[config.mk]
export PLATFORM = sky130hd
export DESIGN_NAME = bidir_hs_port
export DESIGN_NICKNAME = d
export VERILOG_FILES = /design/src/rtl/bhp_pkg.sv /design/src/rtl/bhp_in_latch.sv /design/src/rtl/bhp_out_latch.sv /design/src/rtl/bidir_hs_port.sv
export SDC_FILE = /design/constraint.sdc
export NUM_CORES = 1
export LEC_CHECK = 0
export ABC_AREA = 1
export BUFFER_PORTS_ARGS = -buffer_cell sky130_fd_sc_hd__buf_2
export CAP_MARGIN = 30
export CORE_MARGIN = 3
export CORE_UTILIZATION = 43
export CTS_CLUSTER_SIZE = 12
export DETAILED_ROUTE_END_ITERATION = 7
export GPL_TIMING_DRIVEN = 0
export PLACE_DENSITY = 0.74
export SLEW_MARGIN = 15
export SYNTH_ARGS = -nofsm -noshare
export SYNTH_HDL_FRONTEND = slang
export SYNTH_SLANG_ARGS = --single-unit
[constraint.sdc]
create_clock -name clk -period 1.17 [get_ports clk]
set_input_delay 0.351 -clock clk [delete_from_list [all_inputs] [get_ports clk]]
set_output_delay 0.351 -clock clk [all_outputs]
set_load 0.01 [all_outputs]
[src/rtl/bhp_pkg.sv]
`timescale 1ns/1ps
package bhp_pkg;
    localparam int ADDR_W = 2;
    localparam logic [ADDR_W-1:0] A_DATA = 2'd0;
    localparam logic [ADDR_W-1:0] A_CTRL = 2'd1;
    localparam logic [ADDR_W-1:0] A_AUX  = 2'd2;
endpackage

[src/rtl/bhp_in_latch.sv]
`timescale 1ns/1ps
module bhp_in_latch #(
    parameter int DW = 8
) (
    input  logic          clk,
    input  logic          rst_n,
    input  logic          stb_n,
    input  logic [DW-1:0] bus_in,
    input  logic          take,
    output logic [DW-1:0] data_o,
    output logic          full_o
);
    typedef struct packed {
        logic [DW-1:0] data;
        logic          full;
    } in_st_t;

    in_st_t st_d, st_q;

    always_comb begin
        st_d = st_q;
        if (take) st_d.full = 1'b0;
        if (!stb_n) begin
            st_d.data = bus_in;
            st_d.full = 1'b1;
        end
    end

    always_ff @(posedge clk or negedge rst_n) begin
        if (!rst_n) st_q <= '0;
        else        st_q <= st_d;
    end

    assign data_o = st_q.data;
    assign full_o = st_q.full;
endmodule

[src/rtl/bhp_out_latch.sv]
`timescale 1ns/1ps
module bhp_out_latch #(
    parameter int DW = 8
) (
    input  logic          clk,
    input  logic          rst_n,
    input  logic          ack_n,
    input  logic          load,
    input  logic [DW-1:0] load_data,
    output logic [DW-1:0] bus_out,
    output logic          bus_oe,
    output logic          full_n_o
);
    typedef struct packed {
        logic [DW-1:0] data;
        logic          full_n;
    } out_st_t;

    out_st_t st_d, st_q;

    always_comb begin
        st_d = st_q;
        if (!ack_n) st_d.full_n = 1'b1;
        if (load) begin
            st_d.data   = load_data;
            st_d.full_n = 1'b0;
        end
    end

    always_ff @(posedge clk or negedge rst_n) begin
        if (!rst_n) st_q <= '{data: '0, full_n: 1'b1};
        else        st_q <= st_d;
    end

    assign bus_oe   = ~ack_n;
    assign bus_out  = ack_n ? '0 : st_q.data;
    assign full_n_o = st_q.full_n;
endmodule

[src/rtl/bidir_hs_port.sv]
`timescale 1ns/1ps
module bidir_hs_port #(
    parameter int DW           = 8,
    parameter int GPW          = 3,
    parameter int INTE_OUT_BIT = 6,
    parameter int INTE_IN_BIT  = 4
) (
    input  logic                       clk,
    input  logic                       rst_n,
    input  logic                       host_wr,
    input  logic                       host_rd,
    input  logic [bhp_pkg::ADDR_W-1:0] host_addr,
    input  logic [DW-1:0]              host_wdata,
    output logic [DW-1:0]              host_rdata,
    input  logic [DW-1:0]              pa_in,
    output logic [DW-1:0]              pa_out,
    output logic                       pa_oe,
    input  logic                       stb_n,
    input  logic                       ack_n,
    output logic                       ibf,
    output logic                       obf_n,
    output logic                       intr,
    input  logic [GPW-1:0]             gp_in,
    output logic [GPW-1:0]             gp_out,
    output logic [DW-1:0]              aux_out
);
    import bhp_pkg::*;

    localparam int ST_OBF  = DW - 1;
    localparam int ST_IBF  = DW - 3;
    localparam int ST_INTR = DW - 5;

    typedef struct packed {
        logic           inte_out;
        logic           inte_in;
        logic [GPW-1:0] gp;
        logic [DW-1:0]  aux;
    } ctl_st_t;

    ctl_st_t ctl_d, ctl_q;
    logic [DW-1:0] in_data;
    logic          take, load;

    assign take = host_rd && (host_addr == A_DATA);
    assign load = host_wr && (host_addr == A_DATA);

    bhp_in_latch #(.DW(DW)) u_in (
        .clk(clk), .rst_n(rst_n), .stb_n(stb_n), .bus_in(pa_in),
        .take(take), .data_o(in_data), .full_o(ibf)
    );

    bhp_out_latch #(.DW(DW)) u_out (
        .clk(clk), .rst_n(rst_n), .ack_n(ack_n), .load(load),
        .load_data(host_wdata), .bus_out(pa_out), .bus_oe(pa_oe),
        .full_n_o(obf_n)
    );

    always_comb begin
        ctl_d = ctl_q;
        if (host_wr && host_addr == A_CTRL) begin
            ctl_d.inte_out = host_wdata[INTE_OUT_BIT];
            ctl_d.inte_in  = host_wdata[INTE_IN_BIT];
            ctl_d.gp       = host_wdata[GPW-1:0];
        end
        if (host_wr && host_addr == A_AUX) ctl_d.aux = host_wdata;
    end

    always_ff @(posedge clk or negedge rst_n) begin
        if (!rst_n) ctl_q <= '0;
        else        ctl_q <= ctl_d;
    end

    assign intr    = (ibf & ctl_q.inte_in) | (obf_n & ctl_q.inte_out);
    assign gp_out  = ctl_q.gp;
    assign aux_out = ctl_q.aux;

    always_comb begin
        host_rdata = '0;
        case (host_addr)
            A_DATA: host_rdata = in_data;
            A_CTRL: begin
                host_rdata[ST_OBF]       = obf_n;
                host_rdata[INTE_OUT_BIT] = ctl_q.inte_out;
                host_rdata[ST_IBF]       = ibf;
                host_rdata[INTE_IN_BIT]  = ctl_q.inte_in;
                host_rdata[ST_INTR]      = intr;
                host_rdata[GPW-1:0]      = gp_in;
            end
            A_AUX:   host_rdata = ctl_q.aux;
            default: host_rdata = '0;
        endcase
    end
endmodule

==> out/qor.yml, run 1 <==
finClkSkew_ns: 0
clock_latency_ns: 0.34
reg2reg_slack_ns: 0.29
dp_hpwl_um: 2580
avgSynthCellArea_um2: 7.84
ir_drop_uv: 818
violations: "negative setup slack"
path_class: "reg2out"
reg2regPathDepth: 4
met1_length_um: 1590
yosysMostFrequentCell: "nand2_1"
wl_met3_um: 243
cts-root-buf: "clkbuf_4"
drc: 0
via_per_inst: 4.48
crit_top_cell: "nand2_2"
firstDrtPassIters: 4
final_hold_viol_count: 0
hold_buffers: 0
synth_edf_count: 0
seqCellArea_um2: 777
clock.fmax_mhz: 631
path_clk_slew_ns: 0.10
critPathBufInv: 1
fin_area_um2: 2220
setup_tns_ns: -5.56
ys_warn_count: 0
start_util_pct: 47.5
grt_pass1_wl_um: 6000
postPlaceCellArea_um2: 1870
drtIter0Drc: 49
netlist_area_um2: 1520
dieArea_um2: 4290
cp_slowest_cell: "dfstp_2"
synth.area.top_cells: "dfrtp_1, nand2_1, buf_4"
end_kind: "primary output"
ys_seq_area_share_pct: 51.1
die_x_um: 65.5
final.min_clock_period_ns: 1.58
netlist_instances: 194
multiInputGateArea_um2: 563
path_delay_family: "flip-flops"
fp.dieH_um: 65.5
drive_gt1_share_pct: 40.5
cts.sinks: 31
grt_setup_unrepaired: "yes"
cp.required_ns: 0.82
ios: 58
wl_met2_um: 1710
htreeDepth: 2
async_flop_share_pct: 100
synth_fa_ha_area_share_pct: 0
status: "finished with violations"
postLayoutCoreUtil_pct: 69.2
critPathMaxFanout: 3
core.rowCount: 20
n_antenna_cell: 0
crit_path_max_incr_delay_ns: 0.57
ys_ff_latch: 31
tightest_slew_ns: 0.666
synthMuxAreaShare_pct: 0
critPathLaunchType: "flop"
grt_overflow: 0
synth-simple-area-share_pct: 28.8
synth_top_area_share_pct: 49.4
core-area_um2: 3200
wl_per_cell_um: 11.3
layout.nets: 300
cp_cell_sequence: "nand2_2 > nand2_2 > nand2_2 > nand3_2 > buf_6"
tritoncts: "done"
ys_top_cells_by_count: "nand2_1, dfrtp_1, inv_1"
wirelength_um: 3600
max-cap-violations: 0
yosysUniqueCellTypes: 17
ant_nets: 0
grt_pass1_vias: 1395
preCtsSetupSlack_ns: -0.379
clk_path_buf_depth: 2
r2r_start: "gp_out[0]$_DFFE_PN0P_"
numPortBuffers: 56
setup_viol: 30
synth_ff_type: "dfrtp_1"
vias: 1425
slew_headroom_pct: 55.6
synth-xor-area-share_pct: 0
arrival_ns: 1.23
antenna_found_initial: 0
finalWorstSetupSlack_ns: -0.415
n_fill_cell: 286
dr.max_layer_used: "met4"
finalCritPeriodShare_pct: 135
hold_class: "in2async"
reg2reg_to: "gp_out[0]$_DFFE_PN0P_"
grt_start_max_net_pins: 32
synth_top_cell_by_area: "dfrtp_1"
drv_slew: 0
grt_usage_pct: 18.4
powerDensity_nw_per_um2: 1270
cts_buffers: 5
synth-compound-area-share_pct: 6.42
power.leakage_uw: 0.00126
syn2layout_area_growth_pct: 45.8
gp_congestion: 0.776
synth_top_family_by_area: "simple AND/OR/NAND/NOR gates"
syn-num-nets: 221
[sequential cells by signal, indices dropped and copies added, names as in the netlist]
name            count
aux_out             8
ctl_q               2
gp_out              3
u_in.data_o         8
u_in.full_o         1
u_out.full_n_o      1
u_out.st_q          8
[repair_timing]
action	4_1_cts	5_1_grt
resized for setup	29	5
setup endpoints to repair	31	30
pin swaps	4	1
gates cloned	0	0
buffers inserted	15	5
[worst max path at each step]
stage	to	slack [ns]	start	cells past startpoint
floorplan	host_rdata[3]	-0.02	u_out.full_n_o$_DFFE_PN1P_	4
global placement	host_rdata[1]	-0.36	host_addr[0]	6
detailed placement	host_rdata[5]	-0.38	host_addr[0]	6
CTS	host_rdata[3]	-0.44	u_out.full_n_o$_DFFE_PN1P_	5
global route	host_rdata[3]	-0.47	u_out.full_n_o$_DFFE_PN1P_	5
finish	host_rdata[3]	-0.41	u_out.full_n_o$_DFFE_PN1P_	5
[report_power, final]
group          switching, uW  internal (uW)  total, uW
Clock                    370            223        593
Sequential               108           1220       1330
Combinational            387            518        905
[stage by stage]
step	hold WS [ns]	std cells	power, uW
floorplan	0.0554	194	1720
global placement	0.427	294	1980
detailed placement	0.430	294	1990
CTS	0.0569	314	2790
global route	0.0827	318	3010
finish	0.0280	318	2820
[worst register-to-register path, delay by kind of cell, from the launching register on]
kind	cells	cell delay [ns]
compound gates	1	0.06
simple gates	1	0.05
flops	1	0.40
buf+inv	2	0.25
[layout by cell type, fill, tap and decap left out, types with 2 or more instances in the layout]
cell,Yosys,routed
inv_1,22,22
clkbuf_4,0,5
buf_6,0,27
dfrtp_1,30,30
nor2_1,8,8
nand3_2,2,5
nand2_2,1,4
nand2_1,70,67
buf_4,14,20
buf_2,1,39
nand3_1,19,16
o21ai_1,17,17
clkinv_2,0,3
nor2_4,1,2
inv_2,2,2
[cell families (layout without fill, tap and decap cells)]
logic type | Yosys count | count (layout)
compound gates | 19 | 19
simple gates | 103 | 103
buf+inv | 41 | 121
flops | 31 | 31
[metal layers]
| metal | track usage, % | vias to the layer above |
|---|---|---|
| met4 | 8.55 | 0 |
| met3 | 4.27 | 7 |
| met2 | 30.3 | 53 |
| met1 | 22.8 | 616 |
| li1 | - | 749 |
| met5 | 0 | - |
[layout make-up]
cell class / instances / area share (%)
repair buffers: 75 / 24.7
plain buffers: 14 / 5.87
multi-input cells: 122 / 25.4
well taps: 44 / 2.48
flip-flops and latches: 31 / 35.1
clock inverters: 3 / 0.678
clock buffers: 5 / 1.69
inverters: 24 / 4.07
(Power assumes the default switching activity.)
==> inputs of run 2 (changes only) <==
- ABC_AREA: 1 -> not set
- PLACE_DENSITY: 0.74 -> 0.75
==> run 2 against run 1 <==
- synthesized cell count is 39% lower
- total power is 11% higher
- routed wire length is 0.78% lower
- die area is 1.9% lower
- final cell count is 25% lower
- worst hold slack better by 0.022 ns
- register-to-register slack worse by 0.14 ns
- fmax is 7.4% lower
- clock skew stayed put
- the run still ends with negative setup slack left
- clock power is 22% higher
- area after synthesis is 2.1% lower
- highest routed layer unchanged
==> out/qor.yml, run 2 <==
status: "finished with violations"  # unchanged
violations: "negative setup slack"  # unchanged
syn2layout_area_growth_pct: 51.1  # was 45.8%
final_hold_viol_count: 0  # unchanged
start_util_pct: 46.9  # was 47.5%
end_kind: "primary output"  # unchanged
final.min_clock_period_ns: 1.71  # was 1.58 ns
busiest_layer: "met2"  # unchanged
path_class: "reg2out"  # unchanged
critPathLaunchType: "flop"  # unchanged
avgSynthCellArea_um2: 12.6  # was 7.84 um2
gr-usage-met3_pct: 5.55  # was 4.27%
synth_edf_count: 0  # unchanged
layout.nets: 222  # was 300
dp_hpwl_um: 2470  # was 2580 um
layout_commonest_cell: "buf_2"  # was nand2_1
synth_top_cell_by_area: "dfrtp_1"  # unchanged
clock.fmax_mhz: 584  # was 631 MHz
path_clk_slew_ns: 0.10  # about the same
synth_top_area_share_pct: 50.4  # was 49.4%
ys_top_cells_by_count: "dfrtp_1, mux2_2, buf_4"  # was nand2_1, dfrtp_1, inv_1
via_per_inst: 4.92  # was 4.48
fp.dieH_um: 64.8  # was 65.5 um
grt_overflow: 0  # unchanged
finalCritPeriodShare_pct: 146  # was 135%
tritoncts: "done"  # unchanged
ir_drop_uv: 783  # was 818 uV
ys_ff_latch: 31  # unchanged
setup_viol: 30  # unchanged
ios: 58  # unchanged
postPlaceCellArea_um2: 1860  # was 1870 um2
drive_gt1_share_pct: 65.3  # was 40.5%
wl_per_cell_um: 14.9  # was 11.3 um
die_x_um: 64.8  # was 65.5 um
yosysUniqueCellTypes: 18  # was 17
yosysMostFrequentCell: "dfrtp_1"  # was nand2_1
ys_warn_count: 0  # unchanged
htreeDepth: 2  # unchanged
ys_seq_area_share_pct: 52.2  # was 51.1%
gp_congestion: 0.732  # was 0.776
synth_ff_type: "dfrtp_1"  # unchanged
slew_headroom_pct: 54.7  # was 55.6%
grt_pass1_wl_um: 5800  # was 6000 um
critPathMaxFanout: 2  # was 3
n_fill_cell: 229  # was 286
vias: 1180  # was 1425
netlist_instances: 118  # was 194
antenna_found_initial: 0  # unchanged
hold_class: "in2async"  # unchanged
preCtsSetupSlack_ns: -0.388  # was -0.379 ns
grt_setup_unrepaired: "yes"  # unchanged
wirelength_um: 3570  # was 3600 um
layout_common_cells: "buf_2, dfrtp_1, buf_6"  # was nand2_1, buf_2, dfrtp_1
drc: 0  # unchanged
powerDensity_nw_per_um2: 1400  # was 1270 nW/um2
cts.sinks: 31  # unchanged
core-area_um2: 3180  # was 3200 um2
ant_nets: 0  # unchanged
numPortBuffers: 56  # unchanged
clock_latency_ns: 0.32  # was 0.34 ns
core.rowCount: 20  # unchanged
setup_tns_ns: -6.33  # was -5.56 ns
clk_path_buf_depth: 2  # unchanged
finClkSkew_ns: 0  # unchanged
cts_buffers: 5  # unchanged
cts-root-buf: "clkbuf_4"  # unchanged
cp.required_ns: 0.82  # about the same
max-cap-violations: 0  # unchanged
fin_area_um2: 2250  # was 2220 um2
finalWorstSetupSlack_ns: -0.542  # was -0.415 ns
async_flop_share_pct: 100  # unchanged
dieArea_um2: 4200  # was 4290 um2
firstDrtPassIters: 4  # unchanged
power.leakage_uw: 0.00112  # was 0.00126 uW
drtIter0Drc: 26  # was 49
drv_slew: 0  # unchanged
grt_usage_pct: 18.4  # about the same
grt_util_met1_pct: 21.3  # was 22.8%
netlist_area_um2: 1490  # was 1520 um2
n_antenna_cell: 0  # unchanged
grt.met2_usage_pct: 31.7  # was 30.3%
grt_start_max_net_pins: 32  # unchanged
syn-num-nets: 145  # was 221
hold_buffers: 0  # unchanged
arrival_ns: 1.36  # was 1.23 ns
tightest_slew_ns: 0.679  # was 0.666 ns
synth.area.top_cells: "dfrtp_1, mux2_2, buf_4"  # was dfrtp_1, nand2_1, buf_4
grt_pass1_vias: 1200  # was 1395
[run 2: changes by cell type after synthesis, sizes merged, moves of 8 or more]
cell / before / now
nand2: 71 / 10
mux2: 0 / 29
inv: 24 / 3
nand3: 21 / 0
nor2: 11 / 0
o21ai: 18 / 8
nor2b: 0 / 9
mux2i: 0 / 8
[run 2: where the power goes]
part           internal [uW]  leakage, uW  switching (uW)
Combinational            682     0.000723             367
Clock                    351    0.0000375             372
Sequential              1240     0.000362             125
[run 2: logic make-up (layout without fill, tap and decap cells)]
kind of cell	after synthesis	after routing	synth area share, %
compound gates	11	11	4.12
buf+inv	18	96	8.15
flops	31	31	52.2
mux	37	37	27.3
simple gates	21	21	8.24
[run 2: timing repair]
| item | 4_1_cts | 5_1_grt |
|---|---|---|
| gates cloned | 2 | 0 |
| endpoints found under the hold margin | 0 | 0 |
| gates resized for setup | 33 | 10 |
| endpoints found under the setup margin | 38 | 30 |
| pin swaps | 1 | 1 |
| setup buffers | 10 | 7 |
[run 2: critical path, cell delays in order, from the launching register on]
cell	delay, ns
dfstp_2	0.55
a22o_1	0.15
mux2i_1	0.08
o21ai_1	0.12
buf_2	0.14
[run 2: per-layer routing]
layer	up-vias	routed length, um
li1	552	-
met1	588	1440
met2	34	1890
met3	6	188
met4	0	61
met5	-	0
[run 2: worst paths after layout]
check | start | endpoint | slack [ns] | cells past startpoint
max | u_out.full_n_o$_DFFE_PN1P_ | host_rdata[3] | -0.54 | 4
min | rst_n | aux_out[5]$_DFFE_PN0P_ | 0.05 | 1
max reg2reg | u_in.full_o$_DFFE_PN0P_ | u_in.full_o$_DFFE_PN0P_ | 0.15 | 5
min reg2reg | u_in.data_o[0]$_DFFE_PN0N_ | u_in.data_o[0]$_DFFE_PN0N_ | 0.52 | 1
max in group asynchronous | rst_n | aux_out[6]$_DFFE_PN0P_ | 0.69 | 1
min in group clk | pa_in[7] | u_in.data_o[7]$_DFFE_PN0N_ | 0.25 | 2
[run 2: layout make-up]
cell class	count	area, um2	share of cell area, %
sequential	31	777	34.5
multi-input combinational	69	656	29.1
timing repair buffer	73	554	24.6
buffer	12	124	5.51
clock buffer	7	65.1	2.89
tap	44	55.1	2.45
inverter	3	11.3	0.501
clock inverter	1	7.51	0.334
[run 2: through the flow]
stage,util (%),power (uW),std cells,hold slack [ns]
floorplan,-,1850,118,0.0554
global placement,58.6,2120,218,0.417
detailed placement,58.6,2150,218,0.426
CTS,68.4,3100,235,0.0635
global route,70.8,3310,240,0.0902
finish,70.8,3140,240,0.0502
==> inputs of run 3 (changes only) <==
- PLACE_DENSITY: 0.75 -> not set
- PLACE_DENSITY_LB_ADDON: not set -> 0.3
==> run 3 against run 2 <==
- the flow still finishes with violations (negative setup slack)
- critical endpoint unchanged
- die area stayed put
- critical path type unchanged
- global-route usage increased by 0.41 points
- routed wire length grew 7.1%
- clock skew unchanged
- flip-flop and latch count stayed put
- count of clock-buffer cells in the layout fell by 1
- cell area is 0.28% higher
- worst hold slack worse by 0.0069 ns
- highest routed layer unchanged
- first-iteration DRC count grew 54%
- sequential share of layout area fell by 0.096 points
- final cell count is 0.42% higher
- setup slack worse by 0.074 ns
==> out/qor.yml, run 3 (synthesized netlist as in run 2, its figures left out) <==
drv_slew: 0  # unchanged
dieArea_um2: 4200  # unchanged
tritoncts: "done"  # unchanged
reg2regPathDepth: 3  # was 5
dp_cells: 218  # unchanged
die_x_um: 64.8  # unchanged
grt_pass1_vias: 1290  # was 1200
layout.nets: 223  # was 222
grt_overflow: 0  # unchanged
setup.worst_path.end: "host_rdata[3]"  # unchanged
drc: 0  # unchanged
final_cells: 241  # was 240
vias: 1189  # was 1180
status: "finished with violations"  # unchanged
cp.required_ns: 0.82  # about the same
hold_buffers: 0  # unchanged
clock.fmax_mhz: 560  # was 584 MHz
ios: 58  # unchanged
dp_hpwl_um: 2430  # was 2470 um
finalCritPeriodShare_pct: 153  # was 146%
antenna_found_initial: 0  # unchanged
reg2reg_to: "u_out.st_q[2]$_DFFE_PN0P_"  # was u_in.full_o$_DFFE_PN0P_
cts_buffers: 5  # unchanged
hold_class: "in2async"  # unchanged
n_antenna_cell: 0  # unchanged
start_util_pct: 46.9  # unchanged
grt_pass1_wl_um: 5890  # was 5800 um
tightest_slew_ns: 0.681  # was 0.679 ns
power.leakage_uw: 0.00113  # was 0.00112 uW
ant_nets: 0  # unchanged
clk_path_buf_depth: 2  # unchanged
drtIter0Drc: 40  # was 26
fp.dieH_um: 64.8  # unchanged
r2r_start: "u_out.st_q[2]$_DFFE_PN0P_"  # was u_in.full_o$_DFFE_PN0P_
drive_gt1_share_pct: 65.0  # was 65.3%
cts.sinks: 31  # unchanged
max-cap-violations: 0  # unchanged
critPathMaxFanout: 3  # was 2
finalWorstSetupSlack_ns: -0.616  # was -0.542 ns
numPortBuffers: 56  # unchanged
critPathLaunchType: "flop"  # unchanged
htreeDepth: 2  # unchanged
syn2layout_area_growth_pct: 51.5  # was 51.1%
core-area_um2: 3180  # unchanged
wl_per_cell_um: 15.9  # was 14.9 um
via_per_inst: 4.93  # was 4.92
layout_commonest_cell: "buf_2"  # unchanged
cts-root-buf: "clkbuf_4"  # unchanged
gp_congestion: 0.736  # was 0.732
grt_start_max_net_pins: 32  # unchanged
path_clk_slew_ns: 0.10  # about the same
grt_setup_unrepaired: "yes"  # unchanged
slew_headroom_pct: 54.6  # was 54.7%
final.min_clock_period_ns: 1.79  # was 1.71 ns
finClkSkew_ns: 0  # unchanged
clock_latency_ns: 0.33  # was 0.32 ns
arrival_ns: 1.44  # was 1.36 ns
layout_common_cells: "buf_2, dfrtp_1, buf_6"  # unchanged
violations: "negative setup slack"  # unchanged
end_kind: "primary output"  # unchanged
ir_drop_uv: 914  # was 783 uV
setup_viol: 30  # unchanged
final_hold_viol_count: 0  # unchanged
setup_tns_ns: -6.49  # was -6.33 ns
firstDrtPassIters: 4  # unchanged
grt_usage_pct: 18.8  # was 18.4%
powerDensity_nw_per_um2: 1470  # was 1400 nW/um2
path_class: "reg2out"  # unchanged
startpoint: "u_out.full_n_o$_DFFE_PN1P_"  # unchanged
wirelength_um: 3830  # was 3570 um
core.rowCount: 20  # unchanged
reg2reg_slack_ns: 0.18  # was 0.15 ns
run 3: cell types whose count changed in the layout (fill, tap and decap cells not counted), sizes merged:
cell	change
buf	+1
bufinv	+1
clkbuf	-1
clkinv	+1
clkinvlp	-1
run 3: worst min path at each step:
stage               slack, ns  cells past startpoint  startpoint                    endpoint
finish                   0.04                      1       rst_n   u_out.st_q[6]$_DFFE_PN0P_
global route             0.07                      1       rst_n       ctl_q[11]$_DFFE_PN0P_
CTS                      0.07                      1       rst_n       ctl_q[11]$_DFFE_PN0P_
detailed placement       0.43                      1       rst_n  u_in.data_o[5]$_DFFE_PN0N_
global placement         0.42                      1       rst_n  u_in.data_o[5]$_DFFE_PN0N_
floorplan                0.06                      0       rst_n      aux_out[0]$_DFFE_PN0P_
run 3: metal layers:
metal  track usage, %  vias to the layer above  share of wire (%)
met4             5.01                        0                1.1
met3             5.89                        6                5.8
li1                 -                      549                  -
met1             20.4                      591                 39
met5                0                        -                  0
met2             34.9                       43                 54
run 3: area by class of cell:
class	count	area (um2)
fillers	241	922
flip-flops and latches	31	777
multi-input cells	69	648
repair buffers	74	554
plain buffers	12	124
well taps	44	55.1
clock buffers	6	51.3
clock inverters	2	35.0
inverters	3	11.3
run 3: metrics by stage:
stage / utilization, % / hold slack, ns / instance area (um2) / worst slack [ns] / power [uW]
after global placement: 58.6 / 0.422 / 1860 / -0.376 / 2120
after CTS: 69.6 / 0.0657 / 2210 / -0.555 / 3270
after detailed placement: 58.6 / 0.429 / 1860 / -0.395 / 2150
final: 71.0 / 0.0433 / 2260 / -0.616 / 3320
after floorplan: - / 0.0554 / 1530 / -0.216 / 1850
after global routing: 71.0 / 0.0748 / 2260 / -0.704 / 3470
run 3: what timing repair did:
item	4_1_cts	5_1_grt
resized for setup	31	5
gates cloned	2	0
setup endpoints to repair	38	30
setup buffers	13	3
pin swaps	5	4
run 3: worst max-delay path, stage by stage (launching register included):
cell	delay (ns)
dfstp_2	0.56
a22o_1	0.16
mux2i_1	0.10
o21ai_1	0.13
buf_2	0.15
run 3: power by group:
part	leakage [uW]	internal [uW]	switching [uW]
combinational	0.000721	692	384
sequential	0.000362	1240	124
clock	0.0000482	505	375
